File: config.mk
export PLATFORM = sky130hd
export DESIGN_NAME = pkt_stat_counters
export DESIGN_NICKNAME = d
export VERILOG_FILES = /design/src/rtl/pkt_stat_pkg.sv /design/src/rtl/pkt_stat_ctrl.sv /design/src/rtl/pkt_stat_cell.sv /design/src/rtl/pkt_stat_rdmux.sv /design/src/rtl/pkt_stat_counters.sv
export SDC_FILE = /design/constraint.sdc
export NUM_CORES = 2
export LEC_CHECK = 0
export BUFFER_PORTS_ARGS = -buffer_cell sky130_fd_sc_hd__buf_2
export CAP_MARGIN = 20
export CORE_MARGIN = 1.5
export CORE_UTILIZATION = 44
export DETAILED_ROUTE_END_ITERATION = 8
export GPL_ROUTABILITY_DRIVEN = 0
export HOLD_SLACK_MARGIN = 0.05
export SLEW_MARGIN = 20
export SYNTH_ARGS = -nofsm -noshare
export SYNTH_HDL_FRONTEND = slang
export SYNTH_SLANG_ARGS = --single-unit
File: constraint.sdc
create_clock -name clk -period 3.4 [get_ports clk]
set_input_delay 1.02 -clock clk [delete_from_list [all_inputs] [get_ports clk]]
set_output_delay 1.02 -clock clk [all_outputs]
set_load 0.05 [all_outputs]
File: src/rtl/pkt_stat_pkg.sv
package pkt_stat_pkg;

    localparam int WORD_W   = 32;
    localparam int NUM_CNT  = 6;
    localparam int ADDR_W   = 8;
    localparam int IDX_W    = 3;
    localparam int STRIDE   = 8;

    localparam int BIT_SNAP     = 6;
    localparam int BIT_CLR_SHD  = 7;
    localparam int BIT_CLR_LIVE = 8;

    localparam logic [ADDR_W-1:0] OFFS_CTRL = 8'h00;
    localparam logic [ADDR_W-1:0] OFFS_BASE = 8'h20;
    localparam logic [ADDR_W-1:0] OFFS_LAST = ADDR_W'(32'h20 + NUM_CNT * STRIDE - 4);

    typedef enum logic [IDX_W-1:0] {
        EV_TX_START = 3'd0,
        EV_TX_END   = 3'd1,
        EV_TX_ERR   = 3'd2,
        EV_RX_START = 3'd3,
        EV_RX_END   = 3'd4,
        EV_RX_ERR   = 3'd5
    } ev_idx_e;

    typedef struct packed {
        logic clr_live;
        logic clr_shd;
        logic snap;
    } ctrl_t;

    typedef struct packed {
        logic             hit;
        logic [IDX_W-1:0] idx;
        logic             upper;
    } cnt_dec_t;

    function automatic ctrl_t ctrl_from_word(input logic [WORD_W-1:0] w);
        ctrl_t c;
        c.snap     = w[BIT_SNAP];
        c.clr_shd  = w[BIT_CLR_SHD];
        c.clr_live = w[BIT_CLR_LIVE];
        return c;
    endfunction

    function automatic logic [WORD_W-1:0] ctrl_to_word(input ctrl_t c);
        logic [WORD_W-1:0] w;
        w = '0;
        w[BIT_SNAP]     = c.snap;
        w[BIT_CLR_SHD]  = c.clr_shd;
        w[BIT_CLR_LIVE] = c.clr_live;
        return w;
    endfunction

    function automatic cnt_dec_t decode_cnt(input logic [ADDR_W-1:0] a);
        cnt_dec_t          d;
        logic [ADDR_W-1:0] off;
        d   = '0;
        off = a - OFFS_BASE;
        if (a >= OFFS_BASE && a <= OFFS_LAST && a[1:0] == 2'b00) begin
            d.hit   = 1'b1;
            d.idx   = off[IDX_W+2:3];
            d.upper = off[2];
        end
        return d;
    endfunction

endpackage

File: src/rtl/pkt_stat_ctrl.sv
module pkt_stat_ctrl
    import pkt_stat_pkg::*;
(
    input  logic              clk,
    input  logic              rst,
    input  logic              wr_en,
    input  logic [ADDR_W-1:0] wr_addr,
    input  logic [WORD_W-1:0] wr_data,
    output ctrl_t             ctrl_q,
    output logic              snap_take
);

    logic  wr_hit;
    ctrl_t ctrl_nxt;

    always_comb begin
        wr_hit    = wr_en && (wr_addr == OFFS_CTRL);
        ctrl_nxt  = ctrl_from_word(wr_data);
        snap_take = wr_hit && ctrl_nxt.snap && !ctrl_q.snap;
    end

    always_ff @(posedge clk) begin
        if (rst) begin
            ctrl_q <= '0;
        end else if (wr_hit) begin
            ctrl_q <= ctrl_nxt;
        end
    end

    // writes to other offsets leave the control bits alone
    a_r9_ctrl_untouched: assert property (@(posedge clk) disable iff (rst)
        (!rst && wr_en && wr_addr != OFFS_CTRL) |=> $stable(ctrl_q));

    // a control write, reserved bits included, loads only the three fields
    a_r4_ctrl_load: assert property (@(posedge clk) disable iff (rst)
        (!rst && wr_en && wr_addr == OFFS_CTRL) |=>
        (ctrl_to_word(ctrl_q) == ($past(wr_data) & ((32'h1 << BIT_SNAP) |
                                                   (32'h1 << BIT_CLR_SHD) |
                                                   (32'h1 << BIT_CLR_LIVE)))));

    // a capture leaves the snapshot bit set
    a_r5_snap_edge: assert property (@(posedge clk) disable iff (rst)
        (!rst && snap_take) |=> ctrl_q.snap);

endmodule

File: src/rtl/pkt_stat_cell.sv
module pkt_stat_cell #(
    parameter int CNT_W = 64
) (
    input  logic             clk,
    input  logic             rst,
    input  logic             ev,
    input  logic             clr_live,
    input  logic             clr_shd,
    input  logic             snap_take,
    output logic [CNT_W-1:0] live_q,
    output logic [CNT_W-1:0] shadow_q
);

    always_ff @(posedge clk) begin
        if (rst || clr_live) begin
            live_q <= '0;
        end else if (ev) begin
            live_q <= live_q + CNT_W'(1);
        end
    end

    always_ff @(posedge clk) begin
        if (rst || clr_shd) begin
            shadow_q <= '0;
        end else if (snap_take) begin
            shadow_q <= live_q;
        end
    end

    // the live clear beats a strobe in the same cycle
    a_r8_clear_wins: assert property (@(posedge clk) disable iff (rst)
        (!rst && clr_live) |=> live_q == '0);

    // each strobe adds exactly one, modulo the width
    a_r2_step_one: assert property (@(posedge clk) disable iff (rst)
        (!rst && !clr_live && ev) |=> live_q == $past(live_q) + CNT_W'(1));

    a_r2_idle_hold: assert property (@(posedge clk) disable iff (rst)
        (!rst && !clr_live && !ev) |=> $stable(live_q));

    // the shadow takes the pre-edge live value
    a_r5_capture: assert property (@(posedge clk) disable iff (rst)
        (!rst && snap_take && !clr_shd) |=> shadow_q == $past(live_q));

    // the shadow clear beats a capture
    a_r7_shadow_zero: assert property (@(posedge clk) disable iff (rst)
        (!rst && clr_shd) |=> shadow_q == '0);

    // with no capture and no clear the shadow is frozen
    a_r6_shadow_frozen: assert property (@(posedge clk) disable iff (rst)
        (!rst && !snap_take && !clr_shd) |=> $stable(shadow_q));

endmodule

File: src/rtl/pkt_stat_rdmux.sv
module pkt_stat_rdmux
    import pkt_stat_pkg::*;
#(
    parameter int CNT_W = 64
) (
    input  logic              clk,
    input  logic              rst,
    input  logic [ADDR_W-1:0] rd_addr,
    input  ctrl_t             ctrl_q,
    input  logic [CNT_W-1:0]  live   [NUM_CNT],
    input  logic [CNT_W-1:0]  shadow [NUM_CNT],
    output logic [WORD_W-1:0] rd_data
);

    localparam int WIDE_W = 2 * WORD_W;

    cnt_dec_t          dec;
    logic [CNT_W-1:0]  sel;
    logic [WIDE_W-1:0] wide;
    logic [WORD_W-1:0] rd_nxt;

    always_comb begin
        dec = decode_cnt(rd_addr);
        sel = '0;
        for (int k = 0; k < NUM_CNT; k++) begin
            if (dec.idx == IDX_W'(k)) begin
                sel = ctrl_q.snap ? shadow[k] : live[k];
            end
        end
        wide = WIDE_W'(sel);
        if (rd_addr == OFFS_CTRL) begin
            rd_nxt = ctrl_to_word(ctrl_q);
        end else if (dec.hit) begin
            rd_nxt = dec.upper ? wide[WIDE_W-1:WORD_W] : wide[WORD_W-1:0];
        end else begin
            rd_nxt = '0;
        end
    end

    always_ff @(posedge clk) begin
        if (rst) begin
            rd_data <= '0;
        end else begin
            rd_data <= rd_nxt;
        end
    end

    // offsets outside the map read as zero one cycle later
    a_r3_unmapped_zero: assert property (@(posedge clk) disable iff (rst)
        (!rst && rd_addr != OFFS_CTRL && !dec.hit) |=> rd_data == '0);

endmodule

File: src/rtl/pkt_stat_counters.sv
module pkt_stat_counters
    import pkt_stat_pkg::*;
#(
    parameter int CNT_W = 64
) (
    input  logic              clk,
    input  logic              rst,
    input  logic [NUM_CNT-1:0] evt_strobe,
    input  logic              wr_en,
    input  logic [ADDR_W-1:0] wr_addr,
    input  logic [WORD_W-1:0] wr_data,
    input  logic [ADDR_W-1:0] rd_addr,
    output logic [WORD_W-1:0] rd_data
);

    ctrl_t            ctrl_q;
    logic             snap_take;
    logic [CNT_W-1:0] live   [NUM_CNT];
    logic [CNT_W-1:0] shadow [NUM_CNT];

    pkt_stat_ctrl u_ctrl (
        .clk       (clk),
        .rst       (rst),
        .wr_en     (wr_en),
        .wr_addr   (wr_addr),
        .wr_data   (wr_data),
        .ctrl_q    (ctrl_q),
        .snap_take (snap_take)
    );

    for (genvar k = 0; k < NUM_CNT; k++) begin : g_cell
        pkt_stat_cell #(.CNT_W(CNT_W)) u_cell (
            .clk       (clk),
            .rst       (rst),
            .ev        (evt_strobe[k]),
            .clr_live  (ctrl_q.clr_live),
            .clr_shd   (ctrl_q.clr_shd),
            .snap_take (snap_take),
            .live_q    (live[k]),
            .shadow_q  (shadow[k])
        );
    end

    pkt_stat_rdmux #(.CNT_W(CNT_W)) u_rdmux (
        .clk     (clk),
        .rst     (rst),
        .rd_addr (rd_addr),
        .ctrl_q  (ctrl_q),
        .live    (live),
        .shadow  (shadow),
        .rd_data (rd_data)
    );

    // the first read after reset carries no stale data
    a_r1_reset_read: assert property (@(posedge clk)
        $fell(rst) |-> rd_data == '0);

endmodule

==> out/metrics.yaml <==
status: "finished clean"
hp-class: "flop to flop"
cts_tree: "built"
cts_setup_buffers: 0
rows: 107
yosys_most_used_dff: "dfxtp_1"
ys_seq_elements: 803
yosysSeqAreaShare_pct: 42.46
r2r_end: "u_rdmux.rd_data[26]$_SDFF_PP0_"
yosys_warnings: 0
clock_path_buffers: 3
portBuffers: 59
worst-path-max-fanout: 34
end_kind: "flop"
post-route-util_pct: 51.11
critical_path.max_stage_delay_ps: 720
worst_r2r_path_depth: 9
fin_skew_ps: 37.01
first_global_vias: 29846
dp_slack_ps: -15.76
grt-ovfl-total: 0
wl_per_cell_um: 21.38
async_flop_share_pct: 0
setup_ws_ps: 495.9
rsz0062_at_grt: "false"
netlist_area_um2: 37860
cp_data_arrival_time_ps: 3430
fin_crit_sh_pct: 85.41
routed_via_density: 5.730
wl_met2_um: 52430
num_vias: 33241
h-tree-depth: 3
layout-drive-gt1-share_pct: 11.81
finalHoldViolCount: 0
hold_depth: 2
avgSynthCellArea_um2: 8.315
gr-usage-all-layers_pct: 28.08
required_ps: 3930
hpwl_um: 89620
power_density_nw_per_um2: 464.6
max-cap-violations: 0
leakagePower_nw: 14.13
rr_startpoint: "u_ctrl.ctrl_q[0]$_SDFFE_PP0P_"
fillCellCount: 8166
start_util_pct: 44.46
hp-start: "g_cell[3].u_cell.shadow_q[4]$_SDFFE_PP0P_"
crit_path_top_delay_cell: "dfxtp_4"
start_kind: "flop"
core_um2: 85150
ir_worst_vdd_v: 0.0003704
root_buffer: "clkbuf_16"
routed_wl_um: 124000
worstMarginPinSlew_ps: 1028
ant_nets: 0
die_h_um: 296.3
fp.dieW_um: 296.3
met1_length_um: 56230
cts_hold_buf: 0
min_period_ps: 2904
grt_pass1_wl_um: 188000
drt_first_pass_iters: 6
clock_insertion_delay_worst_skew_ps: 680
cts.repair.resized: 0
clock-sinks: 803
min_to: "g_cell[3].u_cell.shadow_q[4]$_SDFFE_PP0P_"
synth_cell_types: 70
reg2reg_slack_ps: 500
fin_setup_tns_ps: 0
synth_cells: 4553
slew_headroom_pct: 31.46
initialDrtViolationCount: 3632
route.met3.wl_um: 10300
die_area_um2: 87810
grt_max_degree: 99
cts_buffers: 91
fin_nets: 4650
finalSetupViolCount: 0
top_layer_used: "met4"
max_clock_freq_mhz: 344.3
crit_type: "flop to flop"
antenna_found_initial: 1
syn_to_final_growth_pct: 14.95
io_pins: 89
cp_cell_sequence: "buf_12, buf_12, buf_4, mux2_2, a22oi_1, o22ai_1, nand2_1, o211ai_1, buf_4"
synth_edf_count: 0
drc: 0
syn_nets: 4616
finalMaxSlewViolations: 0
clk_pin_slew_ps: 60
-- synth_stat cells (all sizes together), types with 3 or more instances --
| library cell | n | share of area, % |
|---|---|---|
| o31ai | 10 | 0.20 |
| nor3 | 64 | 0.87 |
| mux2i | 186 | 4.9 |
| xor2 | 203 | 4.7 |
| and3 | 65 | 1.1 |
| and4 | 46 | 1.1 |
| mux4 | 81 | 4.8 |
| a221oi | 8 | 0.19 |
| inv | 30 | 0.30 |
| nor2b | 18 | 0.30 |
| ha | 6 | 0.20 |
| dfxtp | 803 | 42 |
| clkbuf | 251 | 2.6 |
| a221o | 10 | 0.26 |
| nor4 | 61 | 1.2 |
| nand2 | 942 | 9.3 |
| buf | 58 | 0.75 |
| nand3 | 171 | 2.3 |
| and2 | 23 | 0.38 |
| o21ai | 96 | 1.3 |
| mux2 | 25 | 0.74 |
| nor2 | 468 | 4.6 |
| xnor2 | 143 | 3.3 |
| or3 | 34 | 0.57 |
| a21oi | 474 | 6.3 |
| nand4 | 120 | 2.0 |
| or4 | 9 | 0.19 |
| o22a | 9 | 0.21 |
| a211oi | 18 | 0.36 |
| or2 | 13 | 0.21 |
| o221ai | 33 | 0.76 |
| a22o | 7 | 0.16 |
| o22ai | 21 | 0.35 |
| o32a | 5 | 0.13 |
| nor3b | 6 | 0.12 |
| nand3b | 4 | 0.079 |
| nor4b | 3 | 0.086 |
| nand2b | 3 | 0.050 |
-- stage by stage --
step | power, mW | cells | hold slack [ps] | cell area (um^2)
floorplan | 9.923 | 4553 | 432.9 | 37860
global placement | 10.16 | 5638 | 437.5 | 40390
detailed placement | 10.16 | 5638 | 443.1 | 40390
CTS | 20.35 | 5800 | 451.4 | 43510
global route | 20.76 | 5800 | 465.5 | 43510
finish | 20.22 | 5801 | 450.0 | 43520
-- sequential cells by signal, summed over array words and instances (netlist names) --
| register | cells |
|---|---|
| u_ctrl.ctrl_q | 3 |
| u_rdmux.rd_data | 32 |
| g_cell.u_cell.shadow_q | 384 |
| g_cell.u_cell.live_q | 384 |
-- cell type report --
| cell class | count | area [um^2] | area share [%] |
|---|---|---|---|
| Multi-Input combinational cell | 3410 | 20460 | 47.03 |
| Sequential cell | 803 | 16080 | 36.95 |
| Clock buffer | 131 | 2689 | 6.179 |
| Timing Repair Buffer | 250 | 2295 | 5.273 |
| Tap cell | 1144 | 1431 | 3.289 |
| Clock inverter | 31 | 437.9 | 1.006 |
| Inverter | 31 | 116.4 | 0.2674 |
| Antenna cell | 1 | 2.502 | 0.005751 |
-- placed cells by master, fill, tap and decap left out, drive strengths merged, types with 7 or more instances in the layout --
| master | netlist | routed |
|---|---|---|
| mux4 | 81 | 81 |
| xnor2 | 143 | 143 |
| inv | 30 | 34 |
| bufinv | 0 | 9 |
| nand3 | 171 | 171 |
| o22a | 9 | 9 |
| clkinv | 1 | 14 |
| nor3 | 64 | 64 |
| or2 | 13 | 13 |
| o21ai | 96 | 96 |
| nor2b | 18 | 18 |
| nand2 | 942 | 942 |
| o22ai | 21 | 21 |
| nor4 | 61 | 61 |
| a221oi | 8 | 8 |
| or4 | 9 | 9 |
| or3 | 34 | 34 |
| mux2i | 186 | 186 |
| o31ai | 10 | 10 |
| and3 | 65 | 65 |
| xor2 | 203 | 203 |
| and2 | 23 | 23 |
| a221o | 10 | 10 |
| nand4 | 120 | 120 |
| a211oi | 18 | 18 |
| dfxtp | 803 | 803 |
| and4 | 46 | 46 |
| a22o | 7 | 7 |
| o221ai | 33 | 33 |
| buf | 58 | 250 |
| nor2 | 468 | 468 |
| a21oi | 474 | 474 |
| clkbuf | 251 | 131 |
| mux2 | 25 | 25 |
-- routing by layer --
metal	up-vias	GRT usage, %
li1	15802	-
met1	15977	41.07
met2	1237	40.84
met3	225	4.819
met4	0	11.05
met5	-	0
-- worst max-delay path by stage --
stage / startpoint / cells after the start / end / slack [ps]
6_report: u_ctrl.ctrl_q[0]$_SDFFE_PP0P_ / 9 / u_rdmux.rd_data[26]$_SDFF_PP0_ / 500
5_1_grt: u_ctrl.ctrl_q[0]$_SDFFE_PP0P_ / 8 / u_rdmux.rd_data[7]$_SDFF_PP0_ / 380
4_1_cts: u_ctrl.ctrl_q[0]$_SDFFE_PP0P_ / 9 / u_rdmux.rd_data[26]$_SDFF_PP0_ / 550
3_5_place_dp: rd_addr[1] / 10 / u_rdmux.rd_data[26]$_SDFF_PP0_ / -20
3_3_place_gp: rd_addr[1] / 10 / u_rdmux.rd_data[26]$_SDFF_PP0_ / 20
2_1_floorplan: rd_addr[4] / 7 / u_rdmux.rd_data[30]$_SDFF_PP0_ / 490
-- cells by family after synthesis --
logic type	Yosys count	synth area share, %
flops	803	42.46
buf+inv	340	3.606
xor+xnor	346	8.005
fa+ha+maj	6	0.1983
simple gates	2058	24.72
compound gates	708	10.52
mux	292	10.48
-- power breakdown --
part,switching [mW],total (mW),leakage [nW],internal [mW]
Clock,4.08,10.3,1.53,6.17
Combinational,0.354,0.507,6.13,0.153
Sequential,0.0294,9.45,6.47,9.42
Total,4.46,20.2,14.1,15.8
-- critical path: cells and delay by family (launching register included) --
family | cells | cell delay [ps]
AOI/OAI and AO/OA | 3 | 630
and+or+nand+nor | 1 | 110
DFF | 1 | 720
buffers and inverters | 4 | 950
muxes | 1 | 350
Power figures use the tool's default switching activity.
